==> src/rtl/pwm_chan_pkg.sv <==
// Shared types for the PWM channel generator.
// Assumes: mode bits are only sampled while the configuration is locked.
package pwm_chan_pkg;

    typedef enum logic [1:0] {
        MODE_PULSE = 2'd0,
        MODE_BLINK = 2'd1,
        MODE_BEAT  = 2'd2
    } pwm_mode_e;

    // Decode the two mode bits into a channel mode.
    function automatic pwm_mode_e pick_mode(input logic blink, input logic beat);
        if (!blink)
            return MODE_PULSE;
        else if (beat)
            return MODE_BEAT;
        else
            return MODE_BLINK;
    endfunction

endpackage

==> src/rtl/pwm_timebase.sv <==
// Phase counter with a clock pre-divider and a resolution-dependent step.
// Produces the phase, the compare mask for the active resolution and a
// one-cycle pulse on the tick that wraps the phase (end of a PWM period).
// Assumes: CNT_W is a power of two so resn covers 0..CNT_W-1 exactly.
module pwm_timebase #(
    parameter int CNT_W  = 16,
    parameter int DIV_W  = 12,
    parameter int RESN_W = $clog2(CNT_W)
) (
    input  logic              clk,
    input  logic              rst_n,
    input  logic              run,
    input  logic [DIV_W-1:0]  div,
    input  logic [RESN_W-1:0] resn,
    output logic [CNT_W-1:0]  phase,
    output logic [CNT_W-1:0]  cmp_mask,
    output logic              period_end
);
    logic [DIV_W-1:0]  div_cnt;
    logic [RESN_W-1:0] shamt;
    logic [CNT_W-1:0]  step;
    logic [CNT_W:0]    phase_sum;
    logic              tick;

    // Derive step size, mask, tick and wrap from the current settings.
    always_comb begin
        shamt      = RESN_W'(CNT_W - 1) - resn;
        step       = CNT_W'(1) << shamt;
        cmp_mask   = ~(step - CNT_W'(1));
        tick       = run && (div_cnt == div);
        phase_sum  = {1'b0, phase} + {1'b0, step};
        period_end = tick && phase_sum[CNT_W];
    end

    // Advance the divider and the phase; hold both at zero when stopped.
    always_ff @(posedge clk) begin
        if (!rst_n || !run) begin
            div_cnt <= '0;
            phase   <= '0;
        end else if (tick) begin
            div_cnt <= '0;
            phase   <= phase_sum[CNT_W-1:0];
        end else begin
            div_cnt <= div_cnt + DIV_W'(1);
        end
    end
endmodule

==> src/rtl/pwm_duty_seq.sv <==
// Duty-value sequencer: pulse, blink and heartbeat modes.
// Updates only on period boundaries so every period uses one duty value.
// Heartbeat steps saturate at the counter limits and clamp at the target.
// Assumes: configuration inputs are stable while en is high.
module pwm_duty_seq
    import pwm_chan_pkg::*;
#(
    parameter int CNT_W = 16
) (
    input  logic             clk,
    input  logic             rst_n,
    input  logic             en,
    input  logic             period_end,
    input  pwm_mode_e        mode,
    input  logic [CNT_W-1:0] duty_a,
    input  logic [CNT_W-1:0] duty_b,
    input  logic [CNT_W-1:0] cnt_x,
    input  logic [CNT_W-1:0] cnt_y,
    output logic [CNT_W-1:0] duty_cur
);
    localparam int W1 = CNT_W + 1;

    logic [CNT_W-1:0] duty_q, hold_q, hold_lim, tgt, up_sat, dn_sat, beat_nxt;
    logic [W1-1:0]    inc, up_sum, dn_diff;
    logic             back_q, hold_last, beat_flip;

    assign duty_cur = duty_q;

    // Hold-length selection for the current segment.
    always_comb begin
        hold_lim  = (mode == MODE_BLINK && back_q) ? cnt_y : cnt_x;
        hold_last = (hold_q == hold_lim);
    end

    // Saturating heartbeat step toward the current target, with clamping.
    always_comb begin
        tgt       = back_q ? duty_a : duty_b;
        inc       = {1'b0, cnt_y} + W1'(1);
        up_sum    = {1'b0, duty_q} + inc;
        dn_diff   = {1'b0, duty_q} - inc;
        up_sat    = up_sum[CNT_W]  ? '1 : up_sum[CNT_W-1:0];
        dn_sat    = dn_diff[CNT_W] ? '0 : dn_diff[CNT_W-1:0];
        beat_nxt  = duty_q;
        beat_flip = 1'b0;
        if (duty_q < tgt) begin
            beat_nxt = up_sat;
            if (up_sat >= tgt) begin
                beat_nxt  = tgt;
                beat_flip = 1'b1;
            end
        end else if (duty_q > tgt) begin
            beat_nxt = dn_sat;
            if (dn_sat <= tgt) begin
                beat_nxt  = tgt;
                beat_flip = 1'b1;
            end
        end else begin
            beat_flip = 1'b1;
        end
    end

    // Sequence state: duty value, hold counter and segment direction.
    always_ff @(posedge clk) begin
        if (!rst_n) begin
            duty_q <= '0;
            hold_q <= '0;
            back_q <= 1'b0;
        end else if (!en || mode == MODE_PULSE) begin
            duty_q <= duty_a;
            hold_q <= '0;
            back_q <= 1'b0;
        end else if (period_end) begin
            if (!hold_last) begin
                hold_q <= hold_q + CNT_W'(1);
            end else begin
                hold_q <= '0;
                if (mode == MODE_BLINK) begin
                    duty_q <= back_q ? duty_a : duty_b;
                    back_q <= !back_q;
                end else begin
                    duty_q <= beat_nxt;
                    if (beat_flip)
                        back_q <= !back_q;
                end
            end
        end
    end
endmodule

==> src/rtl/pwm_out_stage.sv <==
// Output stage: phase-offset compare against the duty at the active
// resolution, polarity inversion and the idle level, registered.
// Assumes: cmp_mask keeps only the top resn+1 bits.
module pwm_out_stage #(
    parameter int CNT_W = 16
) (
    input  logic             clk,
    input  logic             rst_n,
    input  logic             en,
    input  logic             invert,
    input  logic [CNT_W-1:0] phase,
    input  logic [CNT_W-1:0] phase_off,
    input  logic [CNT_W-1:0] cmp_mask,
    input  logic [CNT_W-1:0] duty,
    output logic             pwm_o
);
    logic [CNT_W-1:0] shifted;
    logic             raw_hi;

    // Compare the shifted phase with the duty over the kept bits.
    always_comb begin
        shifted = phase + phase_off;
        raw_hi  = (shifted & cmp_mask) < (duty & cmp_mask);
    end

    // Register the pin level; a disabled channel shows the idle level.
    always_ff @(posedge clk) begin
        if (!rst_n)
            pwm_o <= 1'b0;
        else
            pwm_o <= en ? (raw_hi ^ invert) : invert;
    end
endmodule

==> src/rtl/pwm_chan_gen.sv <==
// Top of the multi-mode PWM channel: holds the locked configuration and
// connects the timebase, duty sequencer and output stage.
// Assumes: cfg_* inputs are valid in the cycle cfg_wr is high.
module pwm_chan_gen
    import pwm_chan_pkg::*;
#(
    parameter int CNT_W  = 16,
    parameter int DIV_W  = 12,
    parameter int RESN_W = $clog2(CNT_W)
) (
    input  logic              clk,
    input  logic              rst_n,
    input  logic              cntr_en,
    input  logic              ch_en,
    input  logic              cfg_wr,
    input  logic [DIV_W-1:0]  cfg_clk_div,
    input  logic [RESN_W-1:0] cfg_resn,
    input  logic [CNT_W-1:0]  cfg_duty_a,
    input  logic [CNT_W-1:0]  cfg_duty_b,
    input  logic [CNT_W-1:0]  cfg_cnt_x,
    input  logic [CNT_W-1:0]  cfg_cnt_y,
    input  logic              cfg_blink,
    input  logic              cfg_beat,
    input  logic [CNT_W-1:0]  cfg_phase,
    input  logic              cfg_invert,
    output logic              pwm_o
);
    localparam int CFG_W = DIV_W + RESN_W + 5 * CNT_W + 3;

    logic [DIV_W-1:0]  div_q;
    logic [RESN_W-1:0] resn_q;
    logic [CNT_W-1:0]  duty_a_q, duty_b_q, cnt_x_q, cnt_y_q, phase_q;
    logic              blink_q, beat_q, invert_q;
    logic [CFG_W-1:0]  cfg_bus;
    logic [CNT_W-1:0]  phase, cmp_mask, duty_cur;
    logic              period_end, cfg_open;
    pwm_mode_e         mode;

    assign cfg_open = cfg_wr && !cntr_en && !ch_en;
    assign mode     = pick_mode(blink_q, beat_q);
    assign cfg_bus  = {div_q, resn_q, duty_a_q, duty_b_q, cnt_x_q, cnt_y_q,
                       phase_q, blink_q, beat_q, invert_q};

    // Configuration registers; writes land only while everything is stopped.
    always_ff @(posedge clk) begin
        if (!rst_n) begin
            div_q    <= '0;
            resn_q   <= '0;
            duty_a_q <= '0;
            duty_b_q <= '0;
            cnt_x_q  <= '0;
            cnt_y_q  <= '0;
            phase_q  <= '0;
            blink_q  <= 1'b0;
            beat_q   <= 1'b0;
            invert_q <= 1'b0;
        end else if (cfg_open) begin
            div_q    <= cfg_clk_div;
            resn_q   <= cfg_resn;
            duty_a_q <= cfg_duty_a;
            duty_b_q <= cfg_duty_b;
            cnt_x_q  <= cfg_cnt_x;
            cnt_y_q  <= cfg_cnt_y;
            phase_q  <= cfg_phase;
            blink_q  <= cfg_blink;
            beat_q   <= cfg_beat;
            invert_q <= cfg_invert;
        end
    end

    pwm_timebase #(.CNT_W(CNT_W), .DIV_W(DIV_W), .RESN_W(RESN_W)) u_tb (
        .clk        (clk),
        .rst_n      (rst_n),
        .run        (cntr_en),
        .div        (div_q),
        .resn       (resn_q),
        .phase      (phase),
        .cmp_mask   (cmp_mask),
        .period_end (period_end)
    );

    pwm_duty_seq #(.CNT_W(CNT_W)) u_seq (
        .clk        (clk),
        .rst_n      (rst_n),
        .en         (ch_en),
        .period_end (period_end),
        .mode       (mode),
        .duty_a     (duty_a_q),
        .duty_b     (duty_b_q),
        .cnt_x      (cnt_x_q),
        .cnt_y      (cnt_y_q),
        .duty_cur   (duty_cur)
    );

    pwm_out_stage #(.CNT_W(CNT_W)) u_out (
        .clk       (clk),
        .rst_n     (rst_n),
        .en        (ch_en),
        .invert    (invert_q),
        .phase     (phase),
        .phase_off (phase_q),
        .cmp_mask  (cmp_mask),
        .duty      (duty_cur),
        .pwm_o     (pwm_o)
    );
endmodule

==> config.mk <==
export PLATFORM = sky130hd
export DESIGN_NAME = pwm_chan_gen
export DESIGN_NICKNAME = d
export VERILOG_FILES = /design/src/rtl/pwm_chan_pkg.sv /design/src/rtl/pwm_timebase.sv /design/src/rtl/pwm_duty_seq.sv /design/src/rtl/pwm_out_stage.sv /design/src/rtl/pwm_chan_gen.sv
export SDC_FILE = /design/constraint.sdc
export NUM_CORES = 1
export LEC_CHECK = 0
export BUFFER_PORTS_ARGS = -buffer_cell sky130_fd_sc_hd__clkbuf_2
export CAP_MARGIN = 20
export CORE_MARGIN = 3
export CORE_UTILIZATION = 60
export DETAILED_ROUTE_END_ITERATION = 7
export PLACE_DENSITY = 0.87
export SLEW_MARGIN = 15
export SYNTH_ARGS = -nofsm -noshare
export SYNTH_HDL_FRONTEND = slang
export SYNTH_HIERARCHICAL = 1
export SYNTH_SLANG_ARGS = --single-unit
export TNS_END_PERCENT = 20
==> constraint.sdc <==
create_clock -name clk -period 7.1 [get_ports clk]
set_clock_uncertainty 0.2 [all_clocks]
set_input_delay 0 -clock clk [delete_from_list [all_inputs] [get_ports clk]]
set_output_delay 0 -clock clk [all_outputs]
set_load 0.05 [all_outputs]
==> impl_summary.log <==
INFO  metric status = complete, but fails checks
INFO  metric violated_checks = design-rule violations
INFO  metric worstSkewPairLatency = between 0.4 and 0.5 ns
INFO  metric layout-drive-gt1-share = approximately a tenth
INFO  metric layout_worst_path_cycle_share = 94.5%
INFO  metric arrival_time_reported_for_the_critical_path_endpoint = 6.79 ns
INFO  metric max_slew_margin = between 20% and 30%
INFO  metric synth_cell_type_count = around 100
INFO  metric yosys_warnings = 6
INFO  metric initial_standard_cell_utilization_of_the_core = between 60% and 70%
INFO  metric cts-htree-levels = 4
INFO  metric hpwl = 28.3 mm
INFO  metric timing.critical_path.slowest_stage_cell = a2111oi_0
INFO  metric setup.worst_path.class = reg2reg
INFO  metric intPower = between 0.0015 and 0.002 W
INFO  metric synth_top_flop_cell = dfxtp_1
INFO  metric grt_pass1_wl = around 70 mm
INFO  metric p_comb_share = 25.1%
INFO  metric cts_sinks = between 150 and 200
INFO  metric initial_antenna_violation_count = 3
INFO  metric die-width = approximately 150 microns
INFO  metric post_synthesis_cell_area = around 0.013 sq mm
INFO  metric num_rows = between 50 and 60
INFO  metric hold_ws = about 0.13 ns
INFO  metric num_vias = ~14,000
INFO  metric rsz_0062_raised_after_global_routing = no
INFO  metric report.final.hold_viol_count = 0
INFO  metric power.density_cell_area = ~160 mW/mm^2
INFO  metric cts-root-to-sink-buffers = 2
INFO  metric proportion_of_register_bits_with_asynchronous_set_or_reset_after_synthesis = 0%
INFO  metric final_period_minus_worst_setup_slack = around 6.7 ns
INFO  metric clk_pin_slew_worst_paths = 0.08 ns
INFO  metric post_drt_via_cell_ratio = 6.28
INFO  metric finalSetupViolCount = 0
INFO  metric pwr-share-seq = 37.1%
INFO  metric synthCells = 1,673
INFO  metric vdd.ir_drop.worst = roughly 0.17 mV
INFO  metric hold_path.class = in2reg
INFO  metric critPathMostFrequentCell = ha_1
INFO  metric critPathCaptureType = register
INFO  metric tightest_slew = 1.08 ns
INFO  metric post_layout_net_count = 2,128
INFO  metric ys_seq_elements = 161
INFO  metric ant_nets = 0
INFO  metric detailedRoute.firstIterationViolations = 1,775
INFO  metric floorplan.core_area = roughly 0.021 sq mm
INFO  metric cpLargestDelayFamily = compound AO/OA/AOI/OAI gates
INFO  metric drc_errors = 1
INFO  metric globalRoute.totalOverflow = 0
INFO  metric number_of_max_cap_violations = 0
INFO  metric drt-total-wl = between 40 and 50 mm
INFO  metric setup.worst_path.start_class = register
INFO  metric critical_path.n_buffers_inverters = 1
INFO  metric layout_common_cells = 308 x nand2_1, 165 x dlygate4sd3_1, 161 x dfxtp_1
INFO  metric standby_leakage_power = about 6.9 nW
INFO  metric p_sw_share = about a third
INFO  metric io_pins = around 110
INFO  metric critical_path_required = between 7 and 8 ns
INFO  metric slew_viol_final = 0
INFO  metric drt-wirelength-per-cell = a little over 20 microns
INFO  metric detailedRoute.firstPassIterationCount = 8
INFO  metric cts-root-buf = clkbuf_16
INFO  metric critPathMaxStageDelay = between 0.5 and 0.6 ns
INFO  metric totalNegativeSetupSlack = 0 ns
INFO  metric maxClockFrequency = approximately 150 MHz
INFO  metric placement.io_buffers = 104
INFO  metric grt_pass1_vias = between 10,000 and 15,000
INFO  metric syn-num-nets = between 1,500 and 2,000
INFO  metric gpl.final_weighted_congestion = roughly 1.0
INFO  metric die_area = between 0.02 and 0.025 sq mm
INFO  metric layout-area-overhead-vs-synth = 21.6%
INFO  metric number_of_flops_mapped_to_enable_cells_by_yosys = 0
INFO  metric leading_cell_type_in_the_layout_fill_and_taps_excluded = nand2_1
INFO  metric cts_tree = yes
INFO  metric synth_area_per_cell = between 7 and 8 sq um
INFO  metric power_switching = roughly 0.00087 W
INFO  metric clkPwrFrac = between 30% and 40%
INFO  metric fp.dieH = between 150 and 200 microns
INFO  metric ys_seq_area_share = 24.4%
INFO  metric post-cts-setup-buffer-count = 0
INFO  metric pin_count_of_the_biggest_net_entering_global_routing = between 70 and 80
INFO  metric timing.critical_path.cells = ha_1 > and3_1 > xor2_1 > ha_1 > nor3_1 > a2111oi_2 > o211ai_1 > a21boi_0 > o31a_1 > nand3_1 > buf_4 > or2_2 > ha_1 > nand4_1 > nor4_1 > nor3_1 > o31ai_1 > a21boi_0 > nand2_1 > nor2_1 > a2111oi_0 > a211oi_1
INFO  metric critical_path.max_fanout = 13
INFO  metric tritoncts.num_buffers = 17
INFO  metric grtUsageTotal = roughly 37%
## per-stage QoR
step	util (%)	instance area, sq um	total power, W	instances	setup WS [ns]
floorplan	-	13200	0.00135	1673	1.16
global placement	64.6	13800	0.00150	1983	0.610
detailed placement	64.6	13800	0.00151	1983	0.409
CTS	75.2	16100	0.00254	2180	0.353
global route	75.3	16100	0.00267	2183	0.157
finish	75.3	16100	0.00258	2183	0.393
## worst reg2reg max path, delay by kind of cell (launching register included)
family / cells / cell delay [ns]
compound gates: 8 / 2.37
simple gates: 9 / 1.99
fa+ha+maj: 3 / 0.90
flops: 1 / 0.44
buf+inv: 1 / 0.35
xor+xnor: 1 / 0.30
## metal layers
layer | vias to the layer above | part of all wire [%] | GRT usage, %
met5 | - | 0 | 0
met4 | 0 | 6.0 | 20.4
met3 | 233 | 8.5 | 7.61
met2 | 822 | 47 | 61.6
met1 | 6345 | 39 | 44.8
li1 | 6314 | - | -
## timing repair
action | 4_1_cts | 5_1_grt
hold buffers | 165 | 0
setup endpoints to repair | 0 | 6
hold endpoints to repair | 104 | 0
gates resized for setup | 0 | 3
## Yosys cell counts, types with 13 or more instances
cell      number  share of area [%]
a211oi_1      16               0.91
a21o_1        16               0.91
a21oi_1       76                2.9
a31oi_1       13               0.61
and2_1        19               0.90
and3_1        17               0.80
buf_2         27                1.0
clkbuf_1      35               0.99
dfxtp_1      161                 24
ha_1         128                 12
inv_1         66                1.9
mux2i_1      130                9.8
nand2_1      308                8.7
nand2b_1      30                1.4
nand3_1       43                1.6
nand4_1       29                1.4
nor2_1       119                3.4
nor2b_1       22                1.0
nor3_1        32                1.2
o211ai_1      15               0.85
o21ai_0       43                1.6
o21ai_1       16               0.61
xnor2_1       71                4.7
xor2_1        46                3.0
## final cells by class
type / instances / area, sq um
Multi-Input combinational cell: 1362 / 9360
Fill cell: 1417 / 5270
Sequential cell: 161 / 3220
Timing Repair Buffer: 282 / 2280
Clock buffer: 17 / 425
Tap cell: 275 / 344
Inverter: 68 / 255
Clock inverter: 15 / 188
Antenna cell: 3 / 7.51
## power by group through the flow
stage | clock [W] | combinational [W] | sequential [W]
2_1_floorplan | 0 | 0.000385 | 0.000965
3_3_place_gp | 0 | 0.000523 | 0.000977
3_5_place_dp | 0 | 0.000537 | 0.000977
4_1_cts | 0.000969 | 0.000611 | 0.000957
5_1_grt | 0.00101 | 0.000696 | 0.000961
6_report | 0.000976 | 0.000648 | 0.000959
## sequential cells by signal, indices dropped and copies added (netlist names)
signal / flops
div_q: 12
cnt_x_q: 16
resn_q: 4
phase_q: 16
u_tb/phase: 16
cnt_y_q: 16
u_seq/hold_q: 16
u_tb/div_cnt: 12
blink_q: 1
invert_q: 1
duty_a_q: 16
u_out/pwm_o: 1
u_seq/duty_cur: 16
beat_q: 1
u_seq/back_q: 1
duty_b_q: 16
## path summary, 6_finish.rpt
| kind | start | slack [ns] | endpoint | cells after the start |
|---|---|---|---|---|
| worst max-delay path | cnt_y_q[1]$_SDFFE_PN0P_ | 0.39 | u_seq/duty_cur[5]$_SDFFE_PN0P_ | 22 |
| worst min-delay path | rst_n | 0.13 | u_tb/phase[5]$_SDFFE_PP0P_ | 3 |
| worst max register to register | cnt_y_q[1]$_SDFFE_PN0P_ | 0.39 | u_seq/duty_cur[5]$_SDFFE_PN0P_ | 22 |
| worst min register to register | duty_b_q[13]$_SDFFE_PN0P_ | 0.27 | duty_b_q[13]$_SDFFE_PN0P_ | 2 |
## cells by family after synthesis
| family | count (synthesis) | synth area share (%) |
|---|---|---|
| AOI/OAI and AO/OA | 298 | 15.5 |
| other | 1 | 0.0283 |
| and+or+nand+nor | 676 | 24.0 |
| adders and majority gates | 134 | 12.9 |
| muxes | 135 | 10.3 |
| xor gates and xnor gates | 118 | 7.87 |
| DFF | 161 | 24.4 |
| buffers and inverters | 150 | 5.06 |
No activity file was read; power rests on OpenSTA's default activity.
